--- config.mk ---
export PLATFORM = sky130hd
export DESIGN_NAME = porch_clamp
export DESIGN_NICKNAME = d
export VERILOG_FILES = /design/src/rtl/porch_clamp_pkg.sv /design/src/rtl/porch_meter.sv /design/src/rtl/porch_filter.sv /design/src/rtl/clamp_path.sv /design/src/rtl/porch_clamp.sv
export SDC_FILE = /design/constraint.sdc
export NUM_CORES = 1
export LEC_CHECK = 0
export ABC_AREA = 1
export BUFFER_PORTS_ARGS = -buffer_cell sky130_fd_sc_hd__buf_2
export CAP_MARGIN = 10
export CORE_UTILIZATION = 45
export CTS_CLUSTER_SIZE = 16
export DETAILED_ROUTE_END_ITERATION = 10
export PLACE_DENSITY_LB_ADDON = 0.1
export SLEW_MARGIN = 20
export SYNTH_ARGS = -nofsm -noshare
export SYNTH_HDL_FRONTEND = slang
export SYNTH_SLANG_ARGS = --single-unit
--- constraint.sdc ---
create_clock -name clk -period 3.7 [get_ports clk]
set_input_delay 0.37 -clock clk [delete_from_list [all_inputs] [get_ports clk]]
set_output_delay 0.37 -clock clk [all_outputs]
set_load 0.05 [all_outputs]
--- src/rtl/porch_clamp_pkg.sv ---
package porch_clamp_pkg;

    typedef enum logic [1:0] {
        MS_WAIT  = 2'd0,
        MS_ACCUM = 2'd1,
        MS_HOLD  = 2'd2
    } meter_state_t;

    localparam logic [7:0] NTSC_LEVEL = 8'h3C;
    localparam logic [7:0] PAL_LEVEL  = 8'h40;

    function automatic logic [7:0] level_for(input logic pal);
        return pal ? PAL_LEVEL : NTSC_LEVEL;
    endfunction

endpackage

--- src/rtl/porch_meter.sv ---
module porch_meter
    import porch_clamp_pkg::*;
#(
    parameter int DW       = 8,
    parameter int AVG_LOG2 = 4
) (
    input  logic          clk,
    input  logic          rst_n,
    input  logic [DW-1:0] smp,
    input  logic          smp_vld,
    input  logic          win,
    output logic          meas_stb,
    output logic [DW-1:0] meas
);
    localparam int NAVG = 1 << AVG_LOG2;
    localparam int AW   = DW + AVG_LOG2;
    localparam logic [AVG_LOG2-1:0] LAST_CNT = AVG_LOG2'(NAVG - 1);

    meter_state_t         state_q;
    meter_state_t         state_d;
    logic [AW-1:0]        acc_q;
    logic [AVG_LOG2-1:0]  cnt_q;
    logic                 take;
    logic                 last;
    logic [AW-1:0]        acc_sum;

    assign take    = smp_vld && win;
    assign last    = (cnt_q == LAST_CNT);
    assign acc_sum = acc_q + AW'(smp);

    // state register
    always_ff @(posedge clk) begin
        if (!rst_n) state_q <= MS_WAIT;
        else        state_q <= state_d;
    end

    // transitions: start, complete, abort, release
    always_comb begin
        state_d = state_q;
        unique case (state_q)
            MS_WAIT:  if (take) state_d = MS_ACCUM;
            MS_ACCUM: begin
                if (!win)              state_d = MS_WAIT;
                else if (take && last) state_d = MS_HOLD;
            end
            MS_HOLD:  if (!win) state_d = MS_WAIT;
            default:  state_d = MS_WAIT;
        endcase
    end

    // accumulator and outputs
    always_ff @(posedge clk) begin
        if (!rst_n) begin
            acc_q    <= '0;
            cnt_q    <= '0;
            meas_stb <= 1'b0;
            meas     <= '0;
        end else begin
            meas_stb <= 1'b0;
            unique case (state_q)
                MS_WAIT: begin
                    if (take) begin
                        acc_q <= AW'(smp);
                        cnt_q <= AVG_LOG2'(1);
                    end
                end
                MS_ACCUM: begin
                    if (win && take) begin
                        acc_q <= acc_sum;
                        cnt_q <= cnt_q + 1'b1;
                        if (last) begin
                            meas_stb <= 1'b1;
                            meas     <= acc_sum[AW-1:AVG_LOG2];
                        end
                    end
                end
                MS_HOLD: begin
                    cnt_q <= '0;
                end
                default: begin
                    cnt_q <= '0;
                end
            endcase
        end
    end

    // an early window close never yields a measurement
    a_r6_abort_no_update: assert property (@(posedge clk) disable iff (!rst_n)
        (state_q == MS_ACCUM && !win) |=> !meas_stb);

    // nothing in the hold phase produces another measurement
    a_r10_hold_quiet: assert property (@(posedge clk) disable iff (!rst_n)
        (state_q == MS_HOLD) |=> !meas_stb);

    // a measurement only follows a sample taken during accumulation
    a_r5_stb_source: assert property (@(posedge clk) disable iff (!rst_n)
        meas_stb |-> ($past(state_q) == MS_ACCUM && $past(take)));

endmodule

--- src/rtl/porch_filter.sv ---
module porch_filter #(
    parameter int DW   = 8,
    parameter int FRAC = 4,
    parameter int KSH  = 3
) (
    input  logic          clk,
    input  logic          rst_n,
    input  logic [DW-1:0] tgt,
    input  logic          upd,
    input  logic [DW-1:0] meas,
    output logic [DW-1:0] porch
);
    localparam int EW = DW + FRAC;
    localparam int SW = EW + 2;

    logic [EW-1:0]        est_q;
    logic signed [SW-1:0] diff;
    logic signed [SW-1:0] step;
    logic signed [SW-1:0] est_n;

    always_comb begin
        diff  = $signed({2'b00, meas, {FRAC{1'b0}}}) - $signed({2'b00, est_q});
        step  = diff >>> KSH;
        est_n = $signed({2'b00, est_q}) + step;
    end

    always_ff @(posedge clk) begin
        if (!rst_n)   est_q <= {tgt, {FRAC{1'b0}}};
        else if (upd) est_q <= est_n[EW-1:0];
    end

    assign porch = est_q[EW-1:FRAC];

    // estimate moves only on a measurement strobe
    a_r7_hold_between: assert property (@(posedge clk) disable iff (!rst_n)
        !upd |=> $stable(est_q));

endmodule

--- src/rtl/clamp_path.sv ---
module clamp_path #(
    parameter int DW = 8
) (
    input  logic          clk,
    input  logic          rst_n,
    input  logic [DW-1:0] smp,
    input  logic          smp_vld,
    input  logic          en,
    input  logic [DW-1:0] tgt,
    input  logic [DW-1:0] porch,
    output logic [DW-1:0] y,
    output logic          y_vld
);
    localparam int XW = DW + 2;
    localparam logic signed [XW-1:0] MAXV = XW'((1 << DW) - 1);

    logic [DW-1:0]        s1_smp;
    logic [DW-1:0]        s1_tgt;
    logic [DW-1:0]        s1_porch;
    logic                 s1_vld;
    logic                 s1_en;
    logic signed [XW-1:0] shifted;
    logic [DW-1:0]        clipped;

    always_ff @(posedge clk) begin
        if (!rst_n) begin
            s1_smp   <= '0;
            s1_tgt   <= '0;
            s1_porch <= '0;
            s1_vld   <= 1'b0;
            s1_en    <= 1'b0;
        end else begin
            s1_smp   <= smp;
            s1_tgt   <= tgt;
            s1_porch <= porch;
            s1_vld   <= smp_vld;
            s1_en    <= en;
        end
    end

    always_comb begin
        shifted = $signed({2'b00, s1_smp}) - $signed({2'b00, s1_porch})
                + $signed({2'b00, s1_tgt});
        if (shifted < 0)         clipped = '0;
        else if (shifted > MAXV) clipped = '1;
        else                     clipped = shifted[DW-1:0];
    end

    always_ff @(posedge clk) begin
        if (!rst_n) begin
            y     <= '0;
            y_vld <= 1'b0;
        end else begin
            y     <= s1_en ? clipped : s1_smp;
            y_vld <= s1_vld;
        end
    end

    // valid strobe runs through both stages
    a_r9_stage_one: assert property (@(posedge clk) disable iff (!rst_n)
        smp_vld |=> s1_vld);
    a_r9_stage_two: assert property (@(posedge clk) disable iff (!rst_n)
        s1_vld |=> y_vld);
    // bypass returns the sample two clocks later
    a_r1_bypass: assert property (@(posedge clk) disable iff (!rst_n)
        (smp_vld && !en) |-> ##2 (y == $past(smp, 2)));

endmodule

--- src/rtl/porch_clamp.sv ---
module porch_clamp
    import porch_clamp_pkg::*;
#(
    parameter int DW       = 8,
    parameter int AVG_LOG2 = 4,
    parameter int FRAC     = 4,
    parameter int KSH      = 3
) (
    input  logic          clk,
    input  logic          rst_n,
    input  logic [DW-1:0] pix_in,
    input  logic          pix_vld,
    input  logic          porch_win,
    input  logic          pal_sel,
    input  logic          clamp_en,
    output logic [DW-1:0] pix_out,
    output logic          out_vld
);
    logic [DW-1:0] tgt;
    logic          meas_stb;
    logic [DW-1:0] meas;
    logic [DW-1:0] porch;

    assign tgt = DW'(level_for(pal_sel));

    porch_meter #(.DW(DW), .AVG_LOG2(AVG_LOG2)) u_meter (
        .clk(clk), .rst_n(rst_n), .smp(pix_in), .smp_vld(pix_vld),
        .win(porch_win), .meas_stb(meas_stb), .meas(meas)
    );

    porch_filter #(.DW(DW), .FRAC(FRAC), .KSH(KSH)) u_filter (
        .clk(clk), .rst_n(rst_n), .tgt(tgt), .upd(meas_stb),
        .meas(meas), .porch(porch)
    );

    clamp_path #(.DW(DW)) u_path (
        .clk(clk), .rst_n(rst_n), .smp(pix_in), .smp_vld(pix_vld),
        .en(clamp_en), .tgt(tgt), .porch(porch), .y(pix_out), .y_vld(out_vld)
    );

    // output strobe never appears without an input two clocks back
    a_r9_no_spurious: assert property (@(posedge clk) disable iff (!rst_n)
        !pix_vld |-> ##2 !out_vld);

endmodule

## After elaboration in Yosys (flattened, before gate mapping)

Cells that the tools add are included.

- Flip-flop bits (word level): 74
- Word-level logic and storage cells: 58
- Output and inout bits: 9
- Input port bits: 14

- Reductions and logical operators: 10
- Mux-type cells: 18
- Equal/unequal tests: 8
- Add/sub/neg operators: 6
- Order comparisons: 2

Operators by type and width:

| kind | number |
|---|---|
| $mux W12 | 4 |
| $mux W8 | 3 |
| $pmux W12 S2 | 1 |
| $sub A12 B12 Y13 | 1 |
| $add A12 B10 Y12 | 1 |
| $add A12 B8 Y12 | 1 |
| $reduce_and A3 Y1 | 4 |
| $add A9 B9 Y10 | 1 |
| $gt A10 B9 Y1 const B | 1 |
| $lt A10 B1 Y1 const B | 1 |
| $sub A8 B8 Y9 | 1 |
| $mux W2 | 4 |
| $mux W4 | 2 |
| $pmux W4 S2 | 1 |
| $mux W7 | 1 |
| $ne A2 B1 Y1 const B | 3 |
| $pmux W2 S3 | 1 |
| $add A4 B1 Y4 const B | 1 |
| $eq A4 B4 Y1 const B | 1 |
| $logic_and A1 B1 Y1 | 3 |
| $ne A3 B2 Y1 const B | 1 |
| $eq A2 B1 Y1 const B | 1 |
| $eq A2 B2 Y1 const B | 1 |
| $logic_not A2 Y1 | 1 |
| 4 further kinds | 4 |

## Longest topological paths before layout

- Word-level depth: 6
- Depth in mapped cells: 22

## Hierarchy

Synthesis repeated with hierarchy kept, for this count alone.

- Cell total of the unflattened synthesis: 753
- Area total of the unflattened synthesis: 5173.7 sq um

Modules (own cells, without submodules):

| module | area an instance (sq um) | cells each | sequential area each (sq um) | instances |
|---|---|---|---|---|
| clamp_path | 1854.3 | 253 | 700.7 | 1 |
| porch_meter | 1690.4 | 253 | 540.5 | 1 |
| porch_filter | 1621.6 | 245 | 320.3 | 1 |
| porch_clamp | 7.5 | 2 | 0.0 | 1 |

## Least setup slack after synthesis

OpenSTA, ideal clock, no wires.

- Path kind: register to register
- From: register u_path.s1_smp[0]
- To: register u_path.y[4]
- Path buffers: 0
- Stages on the path, launching flop included: 17
- Data arrival time: 2477 ps
- Path slack: 1086 ps
- Required time: 3564 ps
- Cell sequence: dfxtp_1 inv_1 ha_1 fa_1 o21ai_2 nand2_1 a21oi_1 nor2_1 xor2_1 inv_1 ha_1 a21oi_1 nor2_1 nand2_1 nand3_1 nand2_1 a21oi_2

- Word-level cells in the longest chain between the ends: 6

Ends and longest elaborated chain:

| item | RTL line | source |
|---|---|---|
| start: declaration | clamp_path.sv:17 | `logic [DW-1:0] s1_smp;` |
| start signal: assignment | clamp_path.sv:33 | `s1_smp <= smp;` |
| $sub A8 B8 Y9 * | clamp_path.sv:42 | `shifted = $signed({2'b00, s1_smp}) - $signed({2'b00, s1_porch})` |
| $add A9 B9 Y10 * | clamp_path.sv:43 | `+ $signed({2'b00, s1_tgt});` |
| $gt A10 B9 Y1 | clamp_path.sv:45 | `else if (shifted > MAXV) clipped = '1;` |
| $mux W8 | clamp_path.sv:45 |  |
| $mux W8 * | clamp_path.sv:44 | `if (shifted < 0) clipped = '0;` |
| $mux W8 * | clamp_path.sv:54 | `y <= s1_en ? clipped : s1_smp;` |
| end signal: assignment | clamp_path.sv:54 |  |
| end: declaration | clamp_path.sv:11 | `output logic [DW-1:0] y,` |

Mark *: on every way between the ends. The rest lies on a longest branch, timed or not.
A chain may end at the register's enable or synchronous reset.

## Worst setup path after layout

- From: register u_filter.est_q[5]
- To: register u_filter.est_q[10] (data pin)

- Word-level cells in the longest chain between the ends: 4

Ends and longest elaborated chain:

| item | RTL line | source |
|---|---|---|
| start: declaration | porch_filter.sv:16 | `logic [EW-1:0] est_q;` |
| start signal: assignment | porch_filter.sv:28 | `if (!rst_n) est_q <= {tgt, {FRAC{1'b0}}};` |
| start signal: assignment | porch_filter.sv:29 | `else if (upd) est_q <= est_n[EW-1:0];` |
| $sub A12 B12 Y13 | porch_filter.sv:22 | `diff = $signed({2'b00, meas, {FRAC{1'b0}}}) - $signed({2'b00, est_q});` |
| $add A12 B10 Y12 * | porch_filter.sv:24 | `est_n = $signed({2'b00, est_q}) + step;` |
| $mux W12 * | porch_filter.sv:29 |  |
| $mux W12 * | porch_filter.sv:28 |  |

Mark *: on every way between the ends. The rest lies on a longest branch, timed or not. The select of a mux whose other input is x is not followed.

==> reports/qor.yml <==
slowest_stage: "edfxtp_1"
dr_total_vias: 3874
path_class: "reg2reg"
cts_buffers: 9
insertion_delay_ps: 340
hold_slack_ps: 212
clock_sinks: 68
drt_iter0_markers: 117
clkTransAtPathRegs_ps: 80
worstSetupStartpointType: "flop"
routedWlPerCell_um: 12.9
die-area_um2: 10300
clockRootBuffer: "clkbuf_8"
syn-num-nets: 670
r2r_cells: 19
die_h_um: 102
crit_start: "u_filter.est_q[5]$_SDFFCE_PN0P_"
async_flop_share: 0
diodes: 0
fin_crit_sh: 0.827
drive_above_1_share: 0.109
synth_top_flop_cell: "dfxtp_1"
cp-end-kind: "flop"
hold_viol: 0
holdPathStages: 3
ios: 23
io_buffer_count: 22
row_count: 36
critPathArrivalTime_ps: 3140
post-dp-hpwl_um: 7730
h-tree-depth: 3
max_freq_mhz: 327
finalCriticalPeriod_ps: 3060
grt_pass1_wl_um: 16900
cts_buffer_depth: 2
synth_edf_count: 8
drtAntennaViolNets: 0
syn_area_um2: 4470
min_path_type: "in2reg"
reg2reg_from: "u_filter.est_q[5]$_SDFFCE_PN0P_"
max_slew.worst_pin.slew_ps: 670
fin_nets: 697
rsz0062_at_grt: "false"
p_per_area_nw_per_um2: 375
slew_headroom: 0.552
ys_seq_area_frac: 0.322
peakVddDrop_uv: 177
synth_cells: 611
r2r_end: "u_filter.est_q[10]$_DFFE_PP_"
dr.pass1.iters: 4
avgViaCountPerCell: 4.99
crit_chain: "inv_1, ha_1, nor2_1, a21oi_2, nand3_1, nand2_2, nand3_1, nand2_1, nand2_1, nand2_1, inv_1, ha_1, nand2_1, nor3_1, nand3_1, nand3_1, a21oi_1, o21ai_0, a21oi_1"
grt_max_degree: 35
finalSetupTns_ps: 0
area_delta_synth_final_pct: 10.0
yosys_register_bits: 68
finalSetupViolations: 0
power.leakage_nw: 2.51
route.detailed.drc: 0
first_global_vias: 3572
final_core_util: 0.508
coreArea_um2: 9680
min_from: "clamp_en"
initial_core_util: 0.462
r2r_slack_ps: 640
critPathRequiredTime_ps: 3780
syn_avg_cell_area_um2: 7.32
post_cts_resized: 0
status: "complete, no violations"
cpPeakStageDelay_ps: 440
post_dp_cell_area_um2: 4720
ys_warn_count: 0
cts.hold.buffers_added: 0
cp_max_fo: 6
overflow: 0
grt_antenna_before_repair: 0
place.gp.congestion: 0.899
cap_violations: 0
globalRouteTotalUtil: 0.213
fp.dieW_um: 102
maxSlewViolCount: 0
final_area_um2: 4920
min_to: "u_path.s1_en$_SDFF_PN0_"
wl_um: 10000
synth.distinct_cells: 44
cts_tree: "built"
clock_skew_ps: 14.0
post-cts-setup-buffer-count: 0
[flip-flops by register name, indices dropped and copies added, names as in the netlist]
name,cells
u_filter.est_q,12
u_meter.acc_q,12
u_meter.meas,8
u_path.s1_porch,8
u_path.s1_smp,8
u_path.y,8
u_meter.cnt_q,4
u_meter.state_q,2
u_path.s1_tgt,2
u_meter.meas_stb,1
u_path.s1_en,1
u_path.s1_vld,1
u_path.y_vld,1
[worst max path at each step]
| stage | cells past startpoint | slack [ps] | to |
|---|---|---|---|
| after CTS | 19 | 640 | u_filter.est_q[10]$_DFFE_PP_ |
| after detailed placement | 19 | 670 | u_filter.est_q[10]$_DFFE_PP_ |
| after global placement | 20 | 670 | u_filter.est_q[10]$_DFFE_PP_ |
| after floorplan | 16 | 1090 | u_path.y[4]$_SDFF_PN0_ |
| final | 19 | 640 | u_filter.est_q[10]$_DFFE_PP_ |
| after global routing | 20 | 280 | u_filter.est_q[10]$_DFFE_PP_ |
[routing by layer]
metal	share of wire	global-route usage
met3	0.031	0.0345
met1	0.49	0.282
met5	0	0
met4	0.0059	0.0591
met2	0.48	0.358
[power breakdown]
group,total (W),internal (W),switching [W]
Sequential,0.000793,0.000775,0.0000179
Clock,0.000626,0.000315,0.000312
Combinational,0.000425,0.000155,0.000270
Total,0.00184,0.00124,0.000600
[critical path: cells and delay by family, from the launching register on]
family | cells | cell delay (ps)
compound gates | 4 | 360
buf+inv | 2 | 110
simple gates | 11 | 1140
fa+ha+maj | 2 | 740
flops | 1 | 440
[stage by stage]
stage                     instances  total power (W)  setup WS (ps)
after floorplan                 611          0.00114           1090
after global placement          760          0.00123            667
after detailed placement        760          0.00124            671
after CTS                       776          0.00187            644
after global routing            776          0.00197            278
final                           776          0.00184            640
[synth_stat cells, types with 2 or more instances]
library cell | number | area, µm²
xnor2_1 | 9 | 78.8
a21oi_2 | 10 | 87.6
nand3_1 | 35 | 175
a21oi_4 | 2 | 32.5
nand3_2 | 2 | 20.0
nor3_1 | 5 | 25.0
inv_1 | 100 | 375
a21oi_1 | 50 | 250
a31oi_1 | 5 | 31.3
ha_1 | 41 | 513
o21ai_1 | 3 | 15.0
inv_4 | 2 | 12.5
a21o_1 | 3 | 22.5
xor2_1 | 16 | 140
nand3b_1 | 3 | 22.5
nand4_1 | 3 | 18.8
o21ai_0 | 26 | 130
clkbuf_1 | 4 | 15.0
nor2_8 | 2 | 40.0
nor2_1 | 41 | 154
o21ai_2 | 2 | 17.5
nand2_1 | 141 | 529
edfxtp_1 | 8 | 240
inv_2 | 3 | 11.3
o21bai_1 | 5 | 37.5
dfxtp_1 | 60 | 1200
nor2_4 | 2 | 22.5
o211ai_1 | 5 | 37.5
buf_1 | 2 | 7.51
fa_1 | 4 | 80.1
nand2_2 | 4 | 25.0
[logic make-up after synthesis]
family                     Yosys count  share of synthesized area
xor gates and xnor gates            25                     0.0490
AOI/OAI and AO/OA                  119                      0.163
DFF                                 68                      0.322
adders and majority gates           45                      0.133
buffers and inverters              114                     0.0996
and+or+nand+nor                    240                      0.234
[cells in the final DEF (no fill, tap or decap), types with 2 or more instances in the layout]
cell type   count
xnor2_1         9
nor2_8          2
nor2_4          2
nand2_2         4
edfxtp_1        8
nand3b_1        3
a21oi_1        50
ha_1           41
o211ai_1        5
clkbuf_8        9
nand4_1         3
clkinv_4        2
o21bai_1        5
a21oi_2        10
a31oi_1         5
o21ai_0        26
nand2_1       141
inv_2           3
xor2_1         16
a21o_1          3
o21ai_2         2
nand3_2         2
buf_2          22
fa_1            4
a21oi_4         2
o21ai_1         3
buf_4           2
inv_1         100
nand3_1        35
nor3_1          5
dfxtp_1        60
nor2_1         41
inv_4           2
clkinvlp_4      2
[final cells by class]
cell class | count | area, µm²
clock buffers | 9 | 124
clock inverters | 7 | 76.3
fillers | 974 | 4760
inverters | 106 | 403
multi-input cells | 429 | 2580
flip-flops and latches | 68 | 1440
well taps | 133 | 166
repair buffers | 24 | 125
Note: power is estimated with default switching activity, not from simulation.
